--- src/rtl/residue_fgen_pkg.sv ---
package residue_fgen_pkg;

  typedef enum logic [1:0] {
    RES_ZERO = 2'b00,
    RES_ONE  = 2'b01,
    RES_TRUE = 2'b10,
    RES_INV  = 2'b11
  } residue_e;

  typedef struct packed {
    logic loadOne;
    logic loadAll;
  } cfgStrobe_t;

  // Code for a line from its two truth-table cells (z=0 value, z=1 value).
  function automatic residue_e residueOf(input logic atZ0, input logic atZ1);
    case ({atZ0, atZ1})
      2'b00:   return RES_ZERO;
      2'b11:   return RES_ONE;
      2'b01:   return RES_TRUE;
      default: return RES_INV;
    endcase
  endfunction

  function automatic logic applyResidue(input logic [1:0] code, input logic zVal);
    case (code)
      RES_ZERO: return 1'b0;
      RES_ONE:  return 1'b1;
      RES_TRUE: return zVal;
      default:  return ~zVal;
    endcase
  endfunction

endpackage

--- src/rtl/residue_fgen_ctrl.sv ---
module residue_fgen_ctrl
  import residue_fgen_pkg::*;
#(
  parameter int NUM_VARS = 3
) (
  input  logic                      clk,
  input  logic                      rstN,
  input  logic                      cfgWrEn,
  input  logic                      cfgWrMask,
  input  logic                      cfgSwap,
  input  logic [(2**NUM_VARS)-1:0]  cfgMask,
  output cfgStrobe_t                strobe,
  output logic [(2**(NUM_VARS-1))-1:0][1:0] derivedCodes
);
  localparam int SEL_W = NUM_VARS - 1;
  localparam int LINES = 2 ** SEL_W;

  always_comb begin
    strobe.loadOne = cfgWrEn & ~cfgWrMask;
    strobe.loadAll = cfgWrEn & cfgWrMask;
  end

  // For each line, find which pair of truth-table cells it covers.
  for (genvar L = 0; L < LINES; L++) begin : g_line
    localparam logic [SEL_W-1:0] LINE_IDX = L[SEL_W-1:0];
    logic [SEL_W-1:0] revIdx;
    logic [SEL_W-1:0] cellIdx;
    for (genvar b = 0; b < SEL_W; b++) begin : g_rev
      assign revIdx[b] = LINE_IDX[SEL_W-1-b];
    end
    assign cellIdx = cfgSwap ? revIdx : LINE_IDX;
    always_comb begin
      derivedCodes[L] = residueOf(cfgMask[{cellIdx, 1'b0}], cfgMask[{cellIdx, 1'b1}]);
    end
  end

  // a write is either a single line or a full reload, never both.
  a_r6_strobe_excl: assert property (@(posedge clk) disable iff (!rstN)
    $onehot0({strobe.loadOne, strobe.loadAll}));

endmodule

--- src/rtl/residue_fgen_dp.sv ---
module residue_fgen_dp
  import residue_fgen_pkg::*;
#(
  parameter int NUM_VARS = 3
) (
  input  logic                      clk,
  input  logic                      rstN,
  input  cfgStrobe_t                strobe,
  input  logic [NUM_VARS-2:0]       wrLine,
  input  logic [1:0]                wrCode,
  input  logic                      wrSwap,
  input  logic [(2**(NUM_VARS-1))-1:0][1:0] derivedCodes,
  input  logic [NUM_VARS-1:0]       varIn,
  input  logic                      enable,
  output logic                      fOut
);
  localparam int SEL_W = NUM_VARS - 1;
  localparam int LINES = 2 ** SEL_W;

  logic [LINES-1:0][1:0] codeReg;
  logic                  swapReg;
  logic [SEL_W-1:0]      upperVars;
  logic [SEL_W-1:0]      revVars;
  logic [SEL_W-1:0]      selIdx;
  logic [1:0]            selCode;

  always_ff @(posedge clk or negedge rstN) begin
    if (!rstN) begin
      codeReg <= '0;
      swapReg <= 1'b0;
    end else if (strobe.loadAll) begin
      codeReg <= derivedCodes;
      swapReg <= wrSwap;
    end else if (strobe.loadOne) begin
      codeReg[wrLine] <= wrCode;
    end
  end

  assign upperVars = varIn[NUM_VARS-1:1];
  for (genvar b = 0; b < SEL_W; b++) begin : g_rev
    assign revVars[b] = upperVars[SEL_W-1-b];
  end

  always_comb begin
    selIdx  = swapReg ? revVars : upperVars;
    selCode = codeReg[selIdx];
    fOut    = enable & applyResidue(selCode, varIn[0]);
  end

  a_r2_enable_gate: assert property (@(posedge clk) disable iff (!rstN)
    !enable |-> !fOut);

  a_r5_line_write: assert property (@(posedge clk) disable iff (!rstN)
    strobe.loadOne |=> codeReg[$past(wrLine)] == $past(wrCode));

  a_r9_hold_codes: assert property (@(posedge clk) disable iff (!rstN)
    !(strobe.loadOne || strobe.loadAll) |=> $stable(codeReg));

  a_r8_swap_hold: assert property (@(posedge clk) disable iff (!rstN)
    !strobe.loadAll |=> $stable(swapReg));

endmodule

--- src/rtl/residue_fgen.sv ---
module residue_fgen
  import residue_fgen_pkg::*;
#(
  parameter int NUM_VARS = 3
) (
  input  logic                       clk,
  input  logic                       rstN,
  input  logic                       cfgWrEn,
  input  logic                       cfgWrMask,
  input  logic [NUM_VARS-2:0]        cfgLine,
  input  logic [1:0]                 cfgCode,
  input  logic [(2**NUM_VARS)-1:0]   cfgMask,
  input  logic                       cfgSwap,
  input  logic [NUM_VARS-1:0]        varIn,
  input  logic                       enable,
  output logic                       fOut
);
  localparam int LINES = 2 ** (NUM_VARS - 1);

  cfgStrobe_t            strobe;
  logic [LINES-1:0][1:0] derivedCodes;

  residue_fgen_ctrl #(.NUM_VARS(NUM_VARS)) u_ctrl (
    .clk          (clk),
    .rstN         (rstN),
    .cfgWrEn      (cfgWrEn),
    .cfgWrMask    (cfgWrMask),
    .cfgSwap      (cfgSwap),
    .cfgMask      (cfgMask),
    .strobe       (strobe),
    .derivedCodes (derivedCodes)
  );

  residue_fgen_dp #(.NUM_VARS(NUM_VARS)) u_dp (
    .clk          (clk),
    .rstN         (rstN),
    .strobe       (strobe),
    .wrLine       (cfgLine),
    .wrCode       (cfgCode),
    .wrSwap       (cfgSwap),
    .derivedCodes (derivedCodes),
    .varIn        (varIn),
    .enable       (enable),
    .fOut         (fOut)
  );

endmodule

--- config.mk ---
export PLATFORM = sky130hd
export DESIGN_NAME = residue_fgen
export DESIGN_NICKNAME = d
export VERILOG_FILES = /design/src/rtl/residue_fgen_pkg.sv /design/src/rtl/residue_fgen_ctrl.sv /design/src/rtl/residue_fgen_dp.sv /design/src/rtl/residue_fgen.sv
export SDC_FILE = /design/constraint.sdc
export NUM_CORES = 1
export LEC_CHECK = 0
export ABC_AREA = 1
export BUFFER_PORTS_ARGS = -buffer_cell sky130_fd_sc_hd__buf_4
export CELL_PAD_IN_SITES_DETAIL_PLACEMENT = 1
export CELL_PAD_IN_SITES_GLOBAL_PLACEMENT = 1
export CORE_MARGIN = 1.5
export CORE_UTILIZATION = 32
export DETAILED_ROUTE_END_ITERATION = 8
export PLACE_DENSITY_LB_ADDON = 0.1
export SYNTH_ARGS = -nofsm -noshare
export SYNTH_HDL_FRONTEND = slang
export SYNTH_SLANG_ARGS = --single-unit
--- constraint.sdc ---
create_clock -name clk -period 1.3 [get_ports clk]
set_input_delay 0.26 -clock clk [delete_from_list [all_inputs] [get_ports clk]]
set_output_delay 0.26 -clock clk [all_outputs]
set_load 0.005 [all_outputs]
==> results.txt <==
- Result of the run: complete, but fails checks
- The checks that failed: setup timing.
- The number of global-route vias before repair is 867.
- In this run the worst path has a maximum fanout of 8.
- Of the available clock period, the critical path in the final layout requires 1.37.
* Transition at the pin with the smallest max-transition slack: around 0.26 ns
- For this block, the via count after detailed routing is ~820.
- For this block, the routed nets add up to roughly 2200 µm of wire.
* Number of flip-flops and latches in the synthesized netlist: 9
- TritonCTS buffer count: 3
* Number of levels the H-tree was split into: 1
- Post-synth top cells: sky130_fd_sc_hd__nand2_1, sky130_fd_sc_hd__inv_1, sky130_fd_sc_hd__o21ai_0, sky130_fd_sc_hd__dfrtp_1, sky130_fd_sc_hd__ha_1
- For this configuration, the core starts out at a cell density of 0.343.
- For this run, the top clock speed supported by timing is about 560 MHz.
- Core region area: 2250 µm²
- Clock Sink Count: 9
* Clock tree skew after final layout: 0 ns
- Layout Cells excl Fill: around 170
- Post-CTS timing repair inserted 0 buffers for setup.
- Hold crit path type: primary input to async pin
* Register area share after synthesis: 0.291
- Total inserted antenna cells: 0
- The worst setup path is launched from a flop.
- Worst IR Drop VDD: ~0.66 mV
* Arrival @ worst endpoint: between 1.5 and 2 ns
- The routed design could run at a clock period as short as about 1.8 ns.
- The share of the synthesized area in compound gates (AO/OA/AOI/OAI) was 0.218.
* Count of final hold-check violations: 0
- The final layout contains around 170 nets.
* Number of detailed-route iterations in the first pass: 4
- Post-detailed-route wirelength per cell: about 13 µm
- CTS clk-pin slew, worst paths: 0.06 ns
- Global routing usage summed across all routing layers: 0.188
* Number of instances in the synthesized netlist: a little over 100
- Number of pins exceeding their max-slew limit in the final report: 0
- After synthesis, the cell types taking the most area are sky130_fd_sc_hd__dfrtp_1, sky130_fd_sc_hd__ha_1, sky130_fd_sc_hd__nand2_1.
- Largest net degree at the start of global routing: 10
- Root buffer cell: sky130_fd_sc_hd__clkbuf_4
- 22 I/O pins were placed.
- Including well taps, the total number of placed cells is 162.
- Final setup violation count: 1
- The analysis attributes to cell leakage a power of 0.585 nW.
* Fraction of layout instances using a drive strength above 1: 0.410
* Clock insertion delay at the later pin of the skew report: roughly 0.27 ns
- PnR worst setup slack: -0.480 ns
* Data required, critical path: approximately 1.0 ns
- Of the total synthesized cell area, the portion taken by AND, OR, NAND and NOR gates is 0.244.
* Average cell area after synthesis: 7.51 µm²
* Unrepaired setup endpoints after global routing: yes
- During placement, the flow inserted port buffers numbering 21.
- Maximum root-to-sink buffer count: 2
- Counting every net in the synthesized netlist gives around 130.
* Cell area after synthesis: roughly 770 µm²
- After detailed routing, the number of vias per cell comes to around 5.
- Initial antenna violation count: 0
- After legalization and detailed placement, the total HPWL measured ~1800 µm.
- Post-Place Setup Slack: -0.219 ns
- The worst setup path is captured at an output pin.
- During synthesis, Yosys emitted a total of 0 warnings.
- Area share of the largest cell type after synthesis: 0.291
- Number of distinct standard cells referenced by the synthesized netlist: 19
- Primary flip-flop cell chosen by synthesis mapping: sky130_fd_sc_hd__dfrtp_1
* Routability congestion estimate: approximately 0.73
- The die is 52.2 µm wide.
- Measured along the y axis, the die boundary spans 52.2 µm.
* Overall overflow remaining after global route: 0
* Share of the core filled with cells: 0.497
- Area added between synthesis and finish: 45.0%
- Xor/xnor share of the synthesized area: 0
- sky130_fd_sc_hd__nand2_1 is the most common cell in the netlist.
- Of the total synthesized cell area, the portion taken by full adders, half adders and majority gates is 0.129.
- Synth area leader: sky130_fd_sc_hd__dfrtp_1
- In the synthesized netlist the async set-or-reset flop fraction comes to 1.00.
- Worst setup startpoint: u_dp.swapReg
- Across the run, the number of max-cap violations was 0.
- The first global-routing pass estimated 3730 µm of wire.
- By startpoint and endpoint, the worst setup path is classified as flop to output pin.
- In the routed design, unresolved DRC markers number 0.
* Launch instance of the worst register-to-register path: u_dp.codeReg[1]
- Dividing total power by cell area gives a power density of around 830 nW/µm².
- In this run the core area contains 17 standard-cell rows.
- Largest family of logic cells by synthesized area: simple AND/OR/NAND/NOR gates
* 1st-iter DRT viols: 9
- The synthesized design contains 0 enable-type register cells.
- Post-detailed-route count of antenna-violating nets: 0
* Tightest slew margin relative to the limit: 0.828
- TritonCTS built the clock tree.
- Total Die Area: 2720 µm²
* Mux cell area share after synthesis: 0.0437
## flip-flops by register name, indices dropped and copies added, names as in the netlist
register      count
u_dp.codeReg      8
u_dp.swapReg      1
## layer usage
| layer | GRT usage | part of all wire |
|---|---|---|
| met1 | 0.228 | 0.45 |
| met2 | 0.323 | 0.50 |
| met3 | 0.0517 | 0.035 |
| met4 | 0.0513 | 0.011 |
| met5 | 0 | 0 |
## cells in the final DEF, fill, tap and decap left out, drive strengths merged
cell type / Yosys / final
clkbuf: 0 / 4
o21ai: 14 / 14
a21oi: 6 / 6
nand3: 8 / 8
dlygate4sd3: 0 / 1
nand2: 24 / 24
ha: 8 / 8
inv: 15 / 15
o21a: 4 / 4
or2: 2 / 2
dfrtp: 9 / 9
nor2: 5 / 5
buf: 0 / 31
mux2: 3 / 3
o22ai: 3 / 3
o211ai: 1 / 1
o221ai: 1 / 1
## worst paths after layout
path	endpoint	slack (ns)	cells after the start
hold / removal	u_dp.codeReg[2]	0.34	2
min in group clk	u_dp.swapReg	0.42	4
hold reg to reg	u_dp.codeReg[7]	0.50	1
setup / recovery	fOut	-0.48	10
setup reg to reg	u_dp.codeReg[1]	0.54	1
max in group asynchronous	u_dp.swapReg	0.81	2
## cells by family after synthesis
| kind of cell | after synthesis |
|---|---|
| compound gates | 29 |
| fa+ha+maj | 8 |
| buf+inv | 15 |
| flops | 9 |
| mux | 3 |
| simple gates | 39 |
## stage by stage
step	power, mW	cell area, µm²	hold slack [ns]	setup TNS [ns]
floorplan	0.532	781	-0.0356	-0.0212
global placement	0.670	1050	0.0854	-0.835
detailed placement	0.684	1050	0.0890	-0.961
CTS	0.922	1090	0.340	-0.464
global route	1.01	1120	0.342	-0.595
finish	0.928	1120	0.345	-0.480
## critical path: stages (launching register included)
cell,delay (ns)
sky130_fd_sc_hd__dfrtp_2,0.48
sky130_fd_sc_hd__inv_2,0.10
sky130_fd_sc_hd__nand2_4,0.07
sky130_fd_sc_hd__nand2_4,0.08
sky130_fd_sc_hd__nand2_1,0.07
sky130_fd_sc_hd__nand3_2,0.06
sky130_fd_sc_hd__nand3_2,0.08
sky130_fd_sc_hd__nand2_2,0.06
sky130_fd_sc_hd__nand2_1,0.04
sky130_fd_sc_hd__nor2_1,0.09
sky130_fd_sc_hd__buf_4,0.12
## layout make-up
type	count	area (µm²)
inverter	15	56.3
sequential	9	226
timing repair buffer	32	243
fill	298	1130
clock buffer	4	26.3
tap	28	35.0
multi-input combinational	79	534
## power breakdown
part	switching, mW	internal (mW)	total [mW]
Combinational	0.176	0.173	0.350
Sequential	0.0352	0.321	0.356
Clock	0.104	0.119	0.223
Total	0.315	0.613	0.928
## what timing repair did
action	CTS	global route
setup endpoints to repair	1	2
gates resized for setup	3	8
endpoints found under the hold margin	9	0
hold buffers	1	0
Note: power is estimated with default switching activity, not from simulation.
